## src/rtl/gpio_irq_pkg.sv

```systemverilog
package gpio_irq_pkg;
   localparam int BUS_W = 32;
   localparam int NCOND = 4;

   // condition index: also selects the enable/pending word pair
   typedef enum logic [1:0] {
      C_RISE = 2'd0,
      C_FALL = 2'd1,
      C_HIGH = 2'd2,
      C_LOW  = 2'd3
   } cond_e;

   // word indices (byte offset / 4)
   localparam int WI_INPUT  = 0;
   localparam int WI_IEN    = 1;
   localparam int WI_OEN    = 2;
   localparam int WI_OVAL   = 3;
   localparam int WI_COND0  = 6;   // enable of condition c at WI_COND0 + 2c
   localparam int WI_OXOR   = 16;  // pending sits one word above its enable
endpackage

```

## src/rtl/gpio_sync.sv

```systemverilog
module gpio_sync #(
   parameter int W      = 32,
   parameter int STAGES = 2
) (
   input  logic         clk,
   input  logic         rst_n,
   input  logic [W-1:0] d,
   output logic [W-1:0] q
);
   if (STAGES < 2) begin : g_bad_stages
      $error("gpio_sync: STAGES must be at least 2");
   end

   logic [STAGES-1:0][W-1:0] chain;

   for (genvar s = 0; s < STAGES; s++) begin : g_stage
      always_ff @(posedge clk or negedge rst_n) begin
         if (!rst_n) chain[s] <= '0;
         else if (s == 0) chain[s] <= d;
         else chain[s] <= chain[(s == 0) ? 0 : s-1];
      end
   end

   assign q = chain[STAGES-1];
endmodule

```

## src/rtl/gpio_cond_unit.sv

```systemverilog
module gpio_cond_unit
   import gpio_irq_pkg::*;
#(
   parameter int W = 32
) (
   input  logic                   clk,
   input  logic                   rst_n,
   input  logic [W-1:0]           sync_val,
   input  logic [W-1:0]           in_en,
   input  logic [NCOND-1:0][W-1:0] cond_en,
   input  logic [NCOND-1:0][W-1:0] clr,
   output logic [NCOND-1:0][W-1:0] pend,
   output logic [W-1:0]           irq
);
   logic [W-1:0]            prev_q;
   logic [NCOND-1:0][W-1:0] hit;

   always_ff @(posedge clk or negedge rst_n) begin
      if (!rst_n) prev_q <= '0;
      else        prev_q <= sync_val;
   end

   always_comb begin
      hit[C_RISE] =  sync_val & ~prev_q & in_en;
      hit[C_FALL] = ~sync_val &  prev_q & in_en;
      hit[C_HIGH] =  sync_val & in_en;
      hit[C_LOW]  = ~sync_val & in_en;
   end

   for (genvar c = 0; c < NCOND; c++) begin : g_cond
      always_ff @(posedge clk or negedge rst_n) begin
         if (!rst_n) pend[c] <= '0;
         else        pend[c] <= (pend[c] | hit[c]) & ~clr[c];
      end
   end

   for (genvar i = 0; i < W; i++) begin : g_pin
      logic [NCOND-1:0] act;
      for (genvar c = 0; c < NCOND; c++) begin : g_act
         assign act[c] = pend[c][i] & cond_en[c][i];
      end
      assign irq[i] = |act;
   end
endmodule

```

## src/rtl/gpio_regs.sv

```systemverilog
module gpio_regs
   import gpio_irq_pkg::*;
#(
   parameter int W      = 32,
   parameter int ADDR_W = 7
) (
   input  logic                    clk,
   input  logic                    rst_n,
   input  logic [ADDR_W-1:0]       bus_addr,
   input  logic                    bus_wen,
   input  logic [BUS_W-1:0]        bus_wdata,
   output logic [BUS_W-1:0]        bus_rdata,
   input  logic [W-1:0]            sync_val,
   input  logic [NCOND-1:0][W-1:0] pend,
   output logic [W-1:0]            in_en,
   output logic [W-1:0]            out_en,
   output logic [W-1:0]            out_val,
   output logic [W-1:0]            out_xor,
   output logic [NCOND-1:0][W-1:0] cond_en,
   output logic [NCOND-1:0][W-1:0] clr
);
   localparam int IDX_W = ADDR_W - 2;

   logic [IDX_W-1:0] widx;
   logic [1:0]       unused_lane;
   logic [W-1:0]     wd;

   assign widx        = bus_addr[ADDR_W-1:2];
   assign unused_lane = bus_addr[1:0];
   assign wd          = bus_wdata[W-1:0];

   function automatic logic hit_word(input logic [IDX_W-1:0] idx, input int target);
      return int'(idx) == target;
   endfunction

   always_ff @(posedge clk or negedge rst_n) begin
      if (!rst_n) begin
         in_en   <= '0;
         out_en  <= '0;
         out_val <= '0;
         out_xor <= '0;
      end else if (bus_wen) begin
         if (hit_word(widx, WI_IEN))  in_en   <= wd;
         if (hit_word(widx, WI_OEN))  out_en  <= wd;
         if (hit_word(widx, WI_OVAL)) out_val <= wd;
         if (hit_word(widx, WI_OXOR)) out_xor <= wd;
      end
   end

   for (genvar c = 0; c < NCOND; c++) begin : g_cond
      localparam int EN_IDX = WI_COND0 + 2*c;
      always_ff @(posedge clk or negedge rst_n) begin
         if (!rst_n)                                cond_en[c] <= '0;
         else if (bus_wen && hit_word(widx, EN_IDX)) cond_en[c] <= wd;
      end
      assign clr[c] = (bus_wen && hit_word(widx, EN_IDX + 1)) ? wd : '0;
   end

   always_comb begin
      bus_rdata = '0;
      if (hit_word(widx, WI_INPUT)) bus_rdata = BUS_W'(sync_val & in_en);
      if (hit_word(widx, WI_IEN))   bus_rdata = BUS_W'(in_en);
      if (hit_word(widx, WI_OEN))   bus_rdata = BUS_W'(out_en);
      if (hit_word(widx, WI_OVAL))  bus_rdata = BUS_W'(out_val);
      if (hit_word(widx, WI_OXOR))  bus_rdata = BUS_W'(out_xor);
      for (int c = 0; c < NCOND; c++) begin
         if (hit_word(widx, WI_COND0 + 2*c))     bus_rdata = BUS_W'(cond_en[c]);
         if (hit_word(widx, WI_COND0 + 2*c + 1)) bus_rdata = BUS_W'(pend[c]);
      end
   end
endmodule

```

## src/rtl/gpio_irq_ctrl.sv

```systemverilog
module gpio_irq_ctrl
   import gpio_irq_pkg::*;
#(
   parameter int NPINS       = 32,
   parameter int ADDR_W      = 7,
   parameter int SYNC_STAGES = 2
) (
   input  logic              clk,
   input  logic              rst_n,
   input  logic [ADDR_W-1:0] bus_addr,
   input  logic              bus_wen,
   input  logic [31:0]       bus_wdata,
   output logic [31:0]       bus_rdata,
   input  logic [NPINS-1:0]  pad_in,
   output logic [NPINS-1:0]  pad_out,
   output logic [NPINS-1:0]  pad_oe,
   output logic [NPINS-1:0]  irq
);
   if (NPINS < 1 || NPINS > BUS_W) begin : g_bad_npins
      $error("gpio_irq_ctrl: NPINS must be within 1..32");
   end
   if (ADDR_W < 7) begin : g_bad_addr
      $error("gpio_irq_ctrl: ADDR_W must reach offset 0x40");
   end

   logic [NPINS-1:0]            sync_val;
   logic [NPINS-1:0]            ien_q, oen_q, oval_q, oxor_q;
   logic [NCOND-1:0][NPINS-1:0] cen_q, pend_q, clr_v;

   gpio_sync #(.W(NPINS), .STAGES(SYNC_STAGES)) u_sync (
      .clk(clk), .rst_n(rst_n), .d(pad_in), .q(sync_val)
   );

   gpio_regs #(.W(NPINS), .ADDR_W(ADDR_W)) u_regs (
      .clk(clk), .rst_n(rst_n),
      .bus_addr(bus_addr), .bus_wen(bus_wen), .bus_wdata(bus_wdata), .bus_rdata(bus_rdata),
      .sync_val(sync_val), .pend(pend_q),
      .in_en(ien_q), .out_en(oen_q), .out_val(oval_q), .out_xor(oxor_q),
      .cond_en(cen_q), .clr(clr_v)
   );

   gpio_cond_unit #(.W(NPINS)) u_cond (
      .clk(clk), .rst_n(rst_n),
      .sync_val(sync_val), .in_en(ien_q), .cond_en(cen_q), .clr(clr_v),
      .pend(pend_q), .irq(irq)
   );

   assign pad_oe  = oen_q;
   assign pad_out = (oval_q ^ oxor_q) & oen_q;
endmodule

```

## config.mk

```make
export PLATFORM = sky130hd
export DESIGN_NAME = gpio_irq_ctrl
export DESIGN_NICKNAME = d
export VERILOG_FILES = /design/src/rtl/gpio_irq_pkg.sv /design/src/rtl/gpio_sync.sv /design/src/rtl/gpio_cond_unit.sv /design/src/rtl/gpio_regs.sv /design/src/rtl/gpio_irq_ctrl.sv
export SDC_FILE = /design/constraint.sdc
export NUM_CORES = 1
export LEC_CHECK = 0
export BUFFER_PORTS_ARGS = -buffer_cell sky130_fd_sc_hd__buf_2
export CAP_MARGIN = 20
export CORE_ASPECT_RATIO = 0.7
export CORE_MARGIN = 8
export CORE_UTILIZATION = 60
export CTS_CLUSTER_SIZE = 25
export DETAILED_ROUTE_END_ITERATION = 8
export PLACE_DENSITY = 0.8
export SKIP_CTS_REPAIR_TIMING = 1
export SLEW_MARGIN = 15
export SYNTH_ARGS = -nofsm -noshare
export SYNTH_HDL_FRONTEND = slang
export SYNTH_SLANG_ARGS = --single-unit
export TNS_END_PERCENT = 1
```

## constraint.sdc

```tcl
create_clock -name clk -period 2.8 [get_ports clk]
set_input_delay 0.56 -clock clk [delete_from_list [all_inputs] [get_ports clk]]
set_output_delay 0.56 -clock clk [all_outputs]
set_load 0.05 [all_outputs]
```

* Word level (Yosys, flattened, before mapping) *
Cells that the tools add are included.

operators by class
  eq/ne operators = 12
  shift-type cells = 0
  bitwise logic cells = 150
  reduce and logical (&&, ||, !) cells = 45
  $mul = 0
  div/mod/pow operators = 0
  magnitude comparators = 0
  mux-type cells = 17
  add/subtract/negate cells = 0

operators by type and width
  kind                  count
  $mux W32              17
  $and A32 B32 Y32      11
  $not A32 Y32          6
  $and A1 B1 Y1         128
  $or A32 B32 Y32       4
  $reduce_or A4 Y1      32
  $eq A5 B5 Y1 const B  7
  $xor A32 B32 Y32      1
  $eq A5 B3 Y1 const B  2
  $eq A5 B4 Y1 const B  2
  $logic_and A1 B1 Y1   8
  $reduce_and A2 Y1     4
  $eq A5 B2 Y1 const B  1
  $logic_not A5 Y1      1

storage, ports and cells
  bits in latches = 0
  bits in registers = 480
  output and inout bits = 128
  memories = 0
  memory bits (read-only) = 0
  input port bits = 74
  word-level logic and storage cells = 239
  RAM bits = 0

* Logic depth before layout (Yosys ltp) *
  word-level depth = 14
  depth in mapped cells = 8
  depth with buffers taken out = 5

* Modules after synthesis *
A second synthesis with hierarchy kept.

second synthesis, totals
  cell total of the unflattened synthesis = 2,114
  area total of the unflattened synthesis = 22,925.7 sq um

modules (own cells, without submodules)
  module          area each (sq um)  cells each  instances  sequential area each (sq um)
  gpio_regs       14,197.4           1,346       1          6,406.1
  gpio_cond_unit  6,406.1            608         1          4,003.8
  gpio_sync       1,841.8            96          1          1,601.5
  gpio_irq_ctrl   480.5              64          1          0.0

* Worst setup path after synthesis *
Ideal clock, no wire load.

  path kind = input to output
  from = in bus_addr[5]
  to = out bus_rdata[25]
  required time = 2,240 ps
  path slack = -615 ps
  stages on the path = 8
  arrival time = 2,855 ps
  path buffers = 4
  cell sequence = buf_6 -> or3_1 -> buf_4 -> buf_6 -> buf_2 -> o32ai_1 -> a21oi_1 -> nor3_1

on the way
  word-level cells in the longest chain between the ends = 14
  elaborated cells between the ends (all ways) = 26
  those cells by class = eq/ne: 12; mux: 13; reduce/logical: 1

ends and longest elaborated chain
  item                line                 text
  start: declaration  gpio_irq_ctrl.sv:10  input logic [ADDR_W-1:0] bus_addr,
  $logic_not A5 Y1    gpio_regs.sv:33      return int'(idx) == target;
  $mux W32            gpio_regs.sv:61      if (hit_word(widx, WI_INPUT)) bus_rdata = BUS_W'(sync_val & in_en);
  $mux W32            gpio_regs.sv:62      if (hit_word(widx, WI_IEN)) bus_rdata = BUS_W'(in_en);
  $mux W32            gpio_regs.sv:63      if (hit_word(widx, WI_OEN)) bus_rdata = BUS_W'(out_en);
  $mux W32            gpio_regs.sv:64      if (hit_word(widx, WI_OVAL)) bus_rdata = BUS_W'(out_val);
  $mux W32            gpio_regs.sv:65      if (hit_word(widx, WI_OXOR)) bus_rdata = BUS_W'(out_xor);
  $mux W32            gpio_regs.sv:67      if (hit_word(widx, WI_COND0 + 2*c)) bus_rdata = BUS_W'(cond_en[c]);
  $mux W32            gpio_regs.sv:68      if (hit_word(widx, WI_COND0 + 2*c + 1)) bus_rdata = BUS_W'(pend[c]);
  $mux W32            gpio_regs.sv:67
  $mux W32            gpio_regs.sv:68
  $mux W32            gpio_regs.sv:67
  $mux W32            gpio_regs.sv:68
  $mux W32            gpio_regs.sv:67
  $mux W32 *          gpio_regs.sv:68
  end: declaration    gpio_irq_ctrl.sv:13  output logic [31:0] bus_rdata,

Mark *: on every way between the ends. The rest lies on a longest branch, timed or not.

* Worst setup path after layout *
  from = in bus_addr[6]
  to = out bus_rdata[18]

The elaborated chain is that of the path after synthesis.

==> metrics.csv <==
metric,value,unit
fin_setup_tns,-0.6032,ns
dieHeight,175.5,µm
synth_flop_cell,dfrtp_1,
path_max_fanout,5,
start_kind,primary input,
rsz0062_at_grt,true,
status,finished with violations,
top_layer_used,met4,
clockRootBuffer,clkbuf_16,
path_class,in -> out,
initial_core_util,0.6082,
synth.avg_cell_area,11.34,µm²
drtPass1Iterations,8,
clock_path_buffers,3,
antenna_found_initial,2,
dr_total_vias,18680,
dr_wl_met3,9377,µm
drive_above_1_share,0.3573,
num_rows,58,
hold_ws,0.09131,ns
syn-num-nets,1997,
ys_seq_area_frac,0.5509,
failed_checks,setup timing,
tritoncts,yes,
wl_per_cell,27.12,µm
drc_errors,0,
hold_viol,0,
die_w,243.9,µm
clock_skew,0.02034,ns
grt_max_degree,83,
p_leak,0.01184,µW
dp_hpwl,47260,µm
globalplace.congestion,0.9397,
cts.clk_slew.worst_paths,0.07,ns
setup_slack,-0.07409,ns
fin_util,0.7496,
core-area,35850,µm²
nets,2279,
gr-usage-all-layers,0.3300,
synth_edf_count,0,
routed_wirelength,73710,µm
clkSinkCount,480,
min_period,2.874,ns
slew_violations,0,
area_growth,23.24,%
cts_buffers,45,
tightest_slew,0.5683,ns
fin_crit_sh,1.026,
power.density,744.8,nW/µm²
hold_path_class,in -> reg,
clk_latency,0.57,ns
antenna_left,0,
synth_area,21800,µm²
ios,202,
die_area,42790,µm²
syn_inst,1923,
max_freq,347.9,MHz
ys_types,67,
grt_overflow_total,0,
synthArstFlopShare,1.000,
grt_pass1_wl,110500,µm
synth_warnings,0,
maxCapViolations,0,
io_buffers,199,
maxSlewHeadroom,0.6211,
htree_levels,2,
grt_pass1_vias,18760,
ys_ff_latch,480,
finalNonFillerCells,2718,
via_per_inst,6.872,
dr_wl_met2,33100,µm
end_kind,output port,
worst_ep_arrival_time,2.31,ns
peakVddDrop,0.0007720,V
critPathRequiredTime,2.24,ns
drt_first_iter_violations,2431,
dp.cells,2624,
finalSetupViolCount,17,
met1_length,27300,µm
-- layout make-up --
class / count / area [µm²]
clock inverters: 12 / 147.6
repair buffers: 375 / 3161
flip-flops and latches: 480 / 12010
fillers: 2287 / 8977
inverters: 37 / 138.9
well taps: 480 / 600.6
diodes: 2 / 5.005
clock buffers: 66 / 1328
multi-input cells: 1266 / 9478
-- per-layer routing --
metal | global-route usage | vias to the layer above
met5 | 0 | -
met4 | 0.1615 | 0
met3 | 0.09226 | 352
met2 | 0.5007 | 1449
met1 | 0.4358 | 9222
li1 | - | 7654
-- cell usage after synthesis (all sizes together) (5+ instances only) --
cell	instances	area [µm²]
o22ai	34	212.7
a21o	15	112.6
o21ai	64	324.1
nand3	19	95.09
nand2b	10	62.56
a221oi	33	289.0
o211ai	13	107.6
and4	5	43.79
a21boi	6	45.04
nand2	90	337.8
nor2	80	322.8
or3	11	68.82
a22o	9	78.83
xor2	32	280.3
buf	73	416.6
a31oi	39	244.0
o31ai	19	142.6
nor3	11	65.06
and2	38	237.7
dfrtp	480	12010
o221ai	10	87.58
a22oi	84	630.6
a211o	6	52.55
a32oi	5	43.79
a211oi	6	45.04
mux2	256	2883
nand3b	6	45.04
inv	37	138.9
a21oi	272	1361
o221a	9	101.4
nor3b	10	101.4
nor2b	42	262.8
clkbuf	67	251.5
-- final timing paths --
path,startpoint,end,slack [ns],cells past startpoint
setup / recovery,bus_addr[6],bus_rdata[18],-0.07,8
hold / removal,pad_in[6],u_sync.chain[6],0.09,1
setup reg to reg,u_regs.in_en[28],u_cond.pend[124],1.76,4
hold reg to reg,u_sync.chain[20],u_sync.q[20],0.35,0
max in group asynchronous,rst_n,u_sync.q[30],1.37,3
min in group asynchronous,rst_n,u_regs.cond_en[71],0.55,2
-- report_power, final --
part           total (µW)  internal [µW]  switching, µW  leakage (µW)
sequential           9080           7990           1090       0.00560
combinational        4690           1700           2990       0.00552
clock                6250           3560           2690      0.000721
total               20000          13200           6770        0.0118
-- per-stage QoR --
stage          worst slack [ns]  cell area, µm²  total power, µW
6_report               -0.07409           26870            20020
3_5_place_dp            -0.4074           24500            13570
2_1_floorplan           -0.2421           21860            11980
5_1_grt                 -0.1114           26870            20680
3_3_place_gp            -0.3930           24500            13370
4_1_cts                 -0.4424           25980            19760
-- placed cells by master, fill, tap and decap left out, types with 6 or more instances in the layout --
cell type  instances
dfrtp_1          478
a21oi_1          260
mux2_2           243
buf_2            162
buf_4            127
nand2_1           85
a22oi_1           83
nor2_1            71
o21ai_0           56
clkbuf_16         51
buf_12            41
nor2b_1           40
a31oi_1           38
inv_1             36
and2_1            34
buf_6             34
xor2_1            32
o22ai_1           24
a221oi_1          24
nand3_1           18
a21o_1            15
mux2_1            13
o31ai_2           12
o211ai_1          11
a21oi_2           11
clkbuf_1          11
o221ai_1          10
a221oi_2           9
a22o_1             9
o221a_2            9
nand2b_1           8
or3_1              8
o22ai_2            8
clkbuf_8           8
nand3b_1           6
o31ai_1            6
o21ai_1            6
nor3b_1            6
a211o_1            6
-- flip-flops by register name, indices dropped and copies added (netlist names) --
signal          count
u_regs.out_val     32
u_regs.in_en       32
u_sync.q           32
u_cond.prev_q      32
u_cond.pend       128
u_regs.cond_en    128
u_regs.out_xor     32
u_regs.out_en      32
u_sync.chain       32
-- worst max-delay path, stage by stage --
cell and delay [ns]:
buf_8 0.11, or4_4 0.62, buf_12 0.19, o22ai_2 0.10
a221oi_2 0.05, or3_1 0.38, o211ai_2 0.11, buf_6 0.20
-- kinds of logic (layout without fill, tap and decap cells) --
family / Yosys count / after routing / share of synthesized area
compound gates: 634 / 634 / 0.1819
mux: 259 / 259 / 0.1347
other cells: 0 / 2 / 0
xor+xnor: 32 / 32 / 0.01285
flops: 480 / 480 / 0.5509
buf+inv: 177 / 490 / 0.03701
simple gates: 341 / 341 / 0.08263
Note: power is estimated with default switching activity, not from simulation.
